**src/rtl/flash_sr_pkg.sv**
```systemverilog
package flash_sr_pkg;
  localparam logic [7:0] OP_WREN = 8'h06;
  localparam logic [7:0] OP_WRDI = 8'h04;
  localparam logic [7:0] OP_RDSR = 8'h05;
  localparam logic [7:0] OP_WRSR = 8'h01;

  localparam int BP_W      = 3;
  localparam int MAX_SHARE = (1 << BP_W) - 2;  // deepest partial region: 1/2^6

  typedef struct packed {
    logic setWel;
    logic clrWel;
    logic writeSr;
    logic grant;
    logic deny;
    logic finish;
  } srStrobe_t;

  typedef enum logic [1:0] {
    ST_OPCODE,
    ST_STATUS,
    ST_SRDATA,
    ST_DRAIN
  } cmdState_t;
endpackage

```
**src/rtl/flash_sr_ctrl.sv**
```systemverilog
module flash_sr_ctrl
  import flash_sr_pkg::*;
(
  input  logic       clk,
  input  logic       rstN,
  input  logic       csN,
  input  logic       rxValid,
  input  logic [7:0] rxByte,
  input  logic       opReq,
  input  logic       doneIn,
  input  logic       welQ,
  input  logic       wipQ,
  input  logic       addrLocked,
  output srStrobe_t  strb,
  output logic       txActive
);
  cmdState_t stateQ;
  logic byteIn;
  logic opcodeByte;
  logic idle;

  assign byteIn     = rxValid && !csN;
  assign opcodeByte = byteIn && (stateQ == ST_OPCODE);
  assign idle       = !wipQ;

  always_ff @(posedge clk) begin
    if (!rstN || csN) begin
      stateQ <= ST_OPCODE;
    end else if (byteIn) begin
      unique case (stateQ)
        ST_OPCODE: begin
          if (rxByte == OP_RDSR)      stateQ <= ST_STATUS;
          else if (rxByte == OP_WRSR) stateQ <= ST_SRDATA;
          else                        stateQ <= ST_DRAIN;
        end
        ST_SRDATA: stateQ <= ST_DRAIN;
        ST_STATUS: stateQ <= ST_STATUS;
        default:   stateQ <= ST_DRAIN;
      endcase
    end
  end

  always_comb begin
    strb.setWel  = opcodeByte && (rxByte == OP_WREN) && idle;
    strb.clrWel  = opcodeByte && (rxByte == OP_WRDI) && idle;
    strb.writeSr = byteIn && (stateQ == ST_SRDATA) && welQ && idle;
    strb.grant   = opReq && welQ && idle && !addrLocked;
    strb.deny    = opReq && !(welQ && idle && !addrLocked);
    strb.finish  = doneIn && wipQ;
  end

  assign txActive = (stateQ == ST_STATUS);
endmodule

```
**src/rtl/flash_sr_dp.sv**
```systemverilog
module flash_sr_dp
  import flash_sr_pkg::*;
#(
  parameter int ADDR_W = 24
) (
  input  logic              clk,
  input  logic              rstN,
  input  srStrobe_t         strb,
  input  logic              srwpIn,
  input  logic [BP_W-1:0]   bpIn,
  input  logic [ADDR_W-1:0] opAddr,
  output logic [7:0]        statusQ,
  output logic              addrLocked,
  output logic              opGrant,
  output logic              opDeny
);
  localparam logic [BP_W-1:0] BP_ALL = '1;

  logic            wipQ, welQ, srwpQ;
  logic [BP_W-1:0] bpQ;
  logic [MAX_SHARE:1] topOnes;

  for (genvar n = 1; n <= MAX_SHARE; n++) begin : g_top
    assign topOnes[n] = &opAddr[ADDR_W-1 -: n];
  end

  always_comb begin
    if (bpQ == '0)          addrLocked = 1'b0;
    else if (bpQ == BP_ALL) addrLocked = 1'b1;
    else                    addrLocked = topOnes[BP_ALL - bpQ];
  end

  always_ff @(posedge clk) begin
    if (!rstN) begin
      wipQ    <= 1'b0;
      welQ    <= 1'b0;
      srwpQ   <= 1'b0;
      bpQ     <= '0;
      opGrant <= 1'b0;
      opDeny  <= 1'b0;
    end else begin
      opGrant <= strb.grant;
      opDeny  <= strb.deny;
      if (strb.grant)       wipQ <= 1'b1;
      else if (strb.finish) wipQ <= 1'b0;
      if (strb.setWel)                                     welQ <= 1'b1;
      else if (strb.clrWel || strb.finish || strb.writeSr) welQ <= 1'b0;
      if (strb.writeSr) begin
        srwpQ <= srwpIn;
        bpQ   <= bpIn;
      end
    end
  end

  assign statusQ = {srwpQ, 2'b00, bpQ, welQ, wipQ};
endmodule

```
**src/rtl/flash_status_unit.sv**
```systemverilog
module flash_status_unit
  import flash_sr_pkg::*;
#(
  parameter int ADDR_W = 24
) (
  input  logic              clk,
  input  logic              rstN,
  input  logic              csN,
  input  logic              rxValid,
  input  logic [7:0]        rxByte,
  input  logic              opReq,
  input  logic [ADDR_W-1:0] opAddr,
  input  logic              doneIn,
  output logic              opGrant,
  output logic              opDeny,
  output logic              txActive,
  output logic [7:0]        txByte
);
  srStrobe_t  strb;
  logic [7:0] statusQ;
  logic       addrLocked;

  flash_sr_ctrl u_ctrl (
    .clk(clk), .rstN(rstN), .csN(csN), .rxValid(rxValid), .rxByte(rxByte),
    .opReq(opReq), .doneIn(doneIn), .welQ(statusQ[1]), .wipQ(statusQ[0]),
    .addrLocked(addrLocked), .strb(strb), .txActive(txActive)
  );

  flash_sr_dp #(.ADDR_W(ADDR_W)) u_dp (
    .clk(clk), .rstN(rstN), .strb(strb), .srwpIn(rxByte[7]), .bpIn(rxByte[4:2]),
    .opAddr(opAddr), .statusQ(statusQ), .addrLocked(addrLocked),
    .opGrant(opGrant), .opDeny(opDeny)
  );

  assign txByte = txActive ? statusQ : 8'h00;
endmodule

```
**config.mk**
```make
export PLATFORM = sky130hd
export DESIGN_NAME = flash_status_unit
export DESIGN_NICKNAME = d
export VERILOG_FILES = /design/src/rtl/flash_sr_pkg.sv /design/src/rtl/flash_sr_ctrl.sv /design/src/rtl/flash_sr_dp.sv /design/src/rtl/flash_status_unit.sv
export SDC_FILE = /design/constraint.sdc
export NUM_CORES = 1
export LEC_CHECK = 0
export BUFFER_PORTS_ARGS = -buffer_cell sky130_fd_sc_hd__clkbuf_2
export CAP_MARGIN = 0
export CORE_MARGIN = 5
export CORE_UTILIZATION = 32
export CTS_CLUSTER_SIZE = 25
export DETAILED_ROUTE_END_ITERATION = 16
export HOLD_SLACK_MARGIN = 0.08
export PLACE_DENSITY = 0.77
export SYNTH_ARGS = -nofsm -noshare
export SYNTH_HDL_FRONTEND = slang
export SYNTH_SLANG_ARGS = --single-unit
```
**constraint.sdc**
```tcl
create_clock -name clk -period 1.4 [get_ports clk]
set_clock_uncertainty 0.2 [all_clocks]
set_input_delay 0.21 -clock clk [delete_from_list [all_inputs] [get_ports clk]]
set_output_delay 0.21 -clock clk [all_outputs]
set_load 0.02 [all_outputs]
```
==> results.txt, run 1 <==
pin count of the biggest net entering global routing -> 12
routed via count -> 612
Via density -> 4.90
worst hold path type -> in -> reg
drt wl/cell -> 13.0 µm
Sw Share -> 0.256
number of global-route vias before repair -> 643
Main synth FF type -> dfxtp_1
Slew Limit Fails -> 0
most frequent cell after synthesis -> dfxtp_1
leak pwr -> 0.426 nW
clock tree buffer depth -> 2
final worst path period share -> 1.10
P_int -> 0.454 mW
Final Hold Slack -> 0.0897 ns
fmax -> 651 MHz
Arr. time, crit path -> 1.13 ns
Clock Power Share -> 0.328
top cells by count, synth -> dfxtp_1 (10), and2_1 (6), nand2_1 (6)
ANT cells -> 0
Remaining DRCs -> 0
CTS sink count -> 10
Critical Path Fanout Max -> 7
drt first pass iters -> 4
hold path depth -> 4
Gate Count Post-Synth -> 63
failing checks -> negative setup slack
number of port buffers -> 28
filler cell count -> 124
outcome -> finished, violations left
maxcap violations -> 0
flip-flop and latch count after synthesis -> 10
GP Congestion -> 0.788
share of layout cells above drive strength 1 -> 0.560
warning count from the yosys run -> 0
Startpoint Class -> flip-flop
kind of critical path -> reg -> out
largest family of logic cells by synthesized area -> simple AND/OR/NAND/NOR gates
Peak VDD IR -> 466 µV
XOR/XNOR share of the synthesized area -> 0
P&R area growth vs syn -> 83.6%
area share of fa/ha/maj cells after synthesis -> 0
Comb pwr share -> 0.193
Clock Tree Root -> clkbuf_4
initial core utilization -> 0.348
Synth Area in Compound Gates -> 0.113
H-Tree Depth -> 1
nets -> 149
Routed Wire Length -> 1630 µm
Seq/Total Area, Yosys -> 0.369
Die Ht -> 51.2 µm
Mapped Area -> 543 µm²
io pins -> 49
simple-gate share of the synthesized area -> 0.362
CTS tree -> built
later-pin clock latency in the skew report -> 0.27 ns
chip width -> 51.2 µm
ranking of synthesized cells by area -> dfxtp_1 (37%), mux2i_1 (9.2%), and2_1 (6.9%)
switching pwr -> 0.156 mW
Worst Reg-to-Reg Cells -> 5
die area -> 2620 µm²
syn_area_per_cell -> 8.62 µm²
clock slew at reported path FFs -> 0.07 ns
multi-input logic area -> 372 µm²
final setup vio count -> 12
register area -> 208 µm²
share of the synthesized area in the top cell type -> 0.369
crit path capture type -> output port
DRT antenna net count -> 0
fin crit period -> 1.54 ns
all-layer global routing usage -> 0.140
RSZ-0062 raised after global routing -> true
WP data required -> 0.99 ns
sequential share of power -> 0.479
cell taking the most area after synthesis -> dfxtp_1
global route overflow -> 0
Power Density -> 612 nW/µm²
first-pass GRT wire length -> 2720 µm
initial antenna violation count -> 0
FP Rows -> 14
synth unique cells -> 24
Detailed Place HPWL -> 1100 µm
Final WS setup -> -0.136 ns
Post-synth EDFFs -> 0
Num CTS Buffers -> 3
Final Hold Viols -> 0
1st-iter DRT viols -> 1
mux cell area share after synthesis -> 0.0922
Power, Total -> 0.610 mW
Post-synth ARST share -> 0
core area -> 1560 µm²
-- flip-flops by register name, summed over array words and instances (netlist names) --
| register | count |
|---|---|
| u_dp.bpQ | 3 |
| u_ctrl.stateQ | 2 |
| u_dp.opDeny | 1 |
| u_dp.opGrant | 1 |
| u_dp.srwpQ | 1 |
| u_dp.welQ | 1 |
| u_dp.wipQ | 1 |
-- path summary, 6_finish.rpt --
check / slack [ns] / to / start
worst max-delay path: -0.14 / txByte[7] / u_ctrl.stateQ[0]$_SDFFE_PP0N_
worst min-delay path: 0.09 / u_dp.opGrant$_SDFF_PN0_ / opAddr[18]
worst max register to register: -0.12 / u_dp.bpQ[1]$_SDFFE_PN0P_ / u_ctrl.stateQ[0]$_SDFFE_PP0N_
worst min register to register: 0.32 / u_dp.welQ$_SDFFE_PN0P_ / u_dp.welQ$_SDFFE_PN0P_
-- critical path: stages, from the launching register on --
cell     delay (ns)
dfxtp_4        0.36
inv_2          0.05
nor2_4         0.16
and2_4         0.18
buf_8          0.10
-- stage by stage --
step	setup TNS (ns)	area, µm²	setup slack [ns]	cells	util
after floorplan	0	549	0.0318	64	-
after global placement	-0.196	746	-0.0992	112	0.478
after detailed placement	-0.299	746	-0.112	112	0.478
after CTS	-1.61	930	-0.176	124	0.596
after global routing	-2.13	997	-0.217	125	0.640
final	-1.34	997	-0.136	125	0.640
-- power by group through the flow --
stage                     registers (mW)  clock network, mW  logic (mW)
after floorplan                    0.300                  0      0.0326
after global placement             0.298                  0      0.0812
after detailed placement           0.298                  0      0.0828
after CTS                          0.293              0.215       0.106
after global routing               0.293              0.236       0.128
final                              0.292              0.200       0.118
-- cells in the final DEF, fill, tap and decap left out, drive strengths merged, types with 3 or more instances in the layout --
cell          n
clkbuf       24
buf          17
dfxtp        10
dlygate4sd3   8
and2          6
nand2         6
mux2i         5
nor2b         5
a21oi         5
nor3b         4
nand3         3
-- area by class of cell --
cell class / instances / area share
tap: 16 / 0.0201
clock buffer: 3 / 0.0226
inverter: 2 / 0.00753
sequential: 10 / 0.208
timing repair buffer: 46 / 0.369
multi-input combinational: 48 / 0.373
-- per-layer routing --
| layer | global-route usage | up-vias | wire, µm |
|---|---|---|---|
| li1 | - | 311 | - |
| met1 | 0.161 | 276 | 674 |
| met2 | 0.234 | 23 | 813 |
| met3 | 0.0465 | 2 | 118 |
| met4 | 0.0673 | 0 | 21 |
| met5 | 0 | - | 0 |
-- what timing repair did --
item,CTS,global route
cloned,0,0
gates resized for setup,19,23
hold buffers,8,0
hold endpoints to repair,8,0
pin swaps,2,10
setup endpoints to repair,12,15
buffers inserted,1,1
-- cells by family after synthesis --
group | count (synthesis)
AO/OA/AOI/OAI | 10
buffers and inverters | 6
flip-flops | 10
multiplexers | 5
other | 1
AND/OR/NAND/NOR | 31
(Power assumes the default switching activity.)
==> run 2: changes to the inputs <==
RECOVER_POWER = 100   (was not set)
==> run 2 against run 1 <==
The flow still finishes with violations (negative setup slack). Fmax did not move. Critical path depth is the same. Sequential share of layout area up 0.052 points. Total power is essentially flat. Register-to-register slack barely moved. Count of clock-buffer cells in the layout unchanged. Setup slack unchanged. Wire length is 0.25% higher. Non-clock buffer count unchanged. Hold slack is essentially flat. Die area unchanged. Via count stayed put. Critical path type unchanged. Critical endpoint unchanged. Largest cell class unchanged.
==> results.txt, run 2 (synthesis results as in run 1) <==
clock slew at reported path FFs -> 0.07 ns (about the same)
Critical Path Fanout Max -> 7 (unchanged)
worst hold path type -> in -> reg
Worst Reg-to-Reg Cells -> 5 (unchanged)
crit path max-delay cell type -> dfxtp_4
Num CTS Buffers -> 3 (unchanged)
Startpoint Class -> flip-flop
1st-iter DRT viols -> 1 (unchanged)
drt wl/cell -> 13.1 µm (+0.25%)
Comb pwr share -> 0.193 (about the same)
CP delay by family, top -> flip-flops
GP Congestion -> 0.788 (unchanged)
chip width -> 51.2 µm (unchanged)
Remaining DRCs -> 0 (unchanged)
drt first pass iters -> 4 (unchanged)
initial core utilization -> 0.348 (unchanged)
switching pwr -> 0.156 mW (about the same)
most frequent cells in the layout -> clkbuf_2 (19), buf_4 (9), dlygate4sd3_1 (8)
Clock Power Share -> 0.328 (about the same)
hold path depth -> 4 (unchanged)
all-layer global routing usage -> 0.140 (unchanged)
Sw Share -> 0.256 (about the same)
WP data required -> 0.99 ns (about the same)
Crit path largest cell delay -> 0.36 ns (about the same)
FP Rows -> 14 (unchanged)
clock tree buffer depth -> 2 (unchanged)
RSZ-0062 raised after global routing -> true
kind of critical path -> reg -> out
worst hold path endpoint -> u_dp.opGrant$_SDFF_PN0_
crit path capture type -> output port
Buf/Inv on CP -> 2 (unchanged)
CTS sink count -> 10 (unchanged)
ANT cells -> 0 (unchanged)
max reg flops -> 3 (unchanged)
sequential share of power -> 0.479 (about the same)
Final WS setup -> -0.136 ns (unchanged)
io pins -> 49 (unchanged)
CTS tree -> built
top flop regs -> u_dp.bpQ (3), u_ctrl.stateQ (2)
core area -> 1560 µm² (unchanged)
leak pwr -> 0.420 nW (-1.5%)
Worst Min Path Start -> opAddr[18]
first-pass GRT wire length -> 2720 µm (unchanged)
Routed Wire Length -> 1630 µm (+0.25%)
reg2reg end -> u_dp.bpQ[1]$_SDFFE_PN0P_
global route overflow -> 0 (unchanged)
worst r2r src -> u_ctrl.stateQ[0]$_SDFFE_PP0N_
number of port buffers -> 28 (unchanged)
Arr. time, crit path -> 1.13 ns (about the same)
DRT antenna net count -> 0 (unchanged)
final worst path period share -> 1.10 (unchanged)
Detailed Place HPWL -> 1100 µm (unchanged)
Via density -> 4.90 (unchanged)
Die Ht -> 51.2 µm (unchanged)
crit-path cells -> inv_2 -> nor2_4 -> and2_4 -> buf_8
maxcap violations -> 0 (unchanged)
Clock Tree Root -> clkbuf_4
final setup vio count -> 12 (unchanged)
P_int -> 0.454 mW (about the same)
routed via count -> 612 (unchanged)
die area -> 2620 µm² (unchanged)
H-Tree Depth -> 1 (unchanged)
most common cell after layout, fill and taps aside -> clkbuf_2
failing checks -> negative setup slack
Peak VDD IR -> 466 µV (about the same)
initial antenna violation count -> 0 (unchanged)
Post-Place Setup Slack -> -0.112 ns (unchanged)
number of global-route vias before repair -> 643 (unchanged)
fin crit period -> 1.54 ns (unchanged)
Power, Total -> 0.610 mW (about the same)
Slew Limit Fails -> 0 (unchanged)
fmax -> 651 MHz (unchanged)
outcome -> finished, violations left
Final Hold Slack -> 0.0897 ns (-0.000000900 ns)
reg2reg setup slack -> -0.12 ns (about the same)
Power Density -> 613 nW/µm² (+0.19%)
later-pin clock latency in the skew report -> 0.27 ns (about the same)
pin count of the biggest net entering global routing -> 12 (unchanged)
P&R area growth vs syn -> 83.2%
nets -> 149 (unchanged)
Final Hold Viols -> 0 (unchanged)
share of layout cells above drive strength 1 -> 0.541 (-0.0183)
Most flops, register -> u_dp.bpQ
-- run 2: layout make-up --
class / count / area, µm²
Tap cell: 16 / 20.0
Timing Repair Buffer: 46 / 365
Clock buffer: 3 / 22.5
Multi-Input combinational cell: 48 / 372
Inverter: 2 / 7.51
Sequential cell: 10 / 208
Fill cell: 125 / 564
-- run 2: metal layers --
layer | vias up | GRT usage | wire length, µm | share of wire
met1 | 276 | 0.161 | 676 | 0.41
met3 | 2 | 0.0465 | 121 | 0.074
met4 | 0 | 0.0673 | 21 | 0.013
met2 | 23 | 0.234 | 812 | 0.50
li1 | 311 | - | - | -
met5 | - | 0 | 0 | 0
-- run 2: stage by stage --
stage / setup TNS (ns) / area [µm²] / utilization / std cells
global placement: -0.196 / 746 / 0.478 / 112
detailed placement: -0.299 / 746 / 0.478 / 112
global route: -2.13 / 995 / 0.638 / 125
CTS: -1.61 / 930 / 0.596 / 124
floorplan: 0 / 549 / - / 64
finish: -1.34 / 995 / 0.638 / 125
-- run 2: worst reg2reg max path, cell delays in order, from the launching register on --
cell     delay [ns]
dfxtp_4        0.35
buf_6          0.12
nor3b_4        0.20
and3_4         0.27
mux2i_2        0.22
nor2b_1        0.06
-- run 2: power groups by stage --
stage	clock [mW]	combinational [mW]	sequential, mW
detailed placement	0	0.0828	0.298
global route	0.236	0.127	0.293
global placement	0	0.0812	0.298
CTS	0.215	0.106	0.293
floorplan	0	0.0326	0.300
finish	0.200	0.118	0.292
-- run 2: what timing repair did --
action / CTS / global route
resized for setup: 19 / 23
pin swaps: 2 / 10
hold endpoints to repair: 8 / 0
endpoints found under the setup margin: 12 / 15
buffers inserted: 1 / 1
cloned: 0 / 0
hold buffers: 8 / 0
-- run 2: how the worst max path moves through the flow --
stage / from / endpoint / slack (ns) / depth (start not counted)
2_1_floorplan: u_ctrl.stateQ[0]$_SDFFE_PP0N_ / u_dp.bpQ[0]$_SDFFE_PN0P_ / 0.03 / 5
3_3_place_gp: rxByte[3] / u_dp.welQ$_SDFFE_PN0P_ / -0.1 / 5
3_5_place_dp: rxByte[3] / u_dp.welQ$_SDFFE_PN0P_ / -0.11 / 5
4_1_cts: u_ctrl.stateQ[0]$_SDFFE_PP0N_ / txByte[1] / -0.18 / 4
5_1_grt: u_ctrl.stateQ[0]$_SDFFE_PP0N_ / txByte[7] / -0.22 / 4
6_report: u_ctrl.stateQ[0]$_SDFFE_PP0N_ / txByte[7] / -0.14 / 4
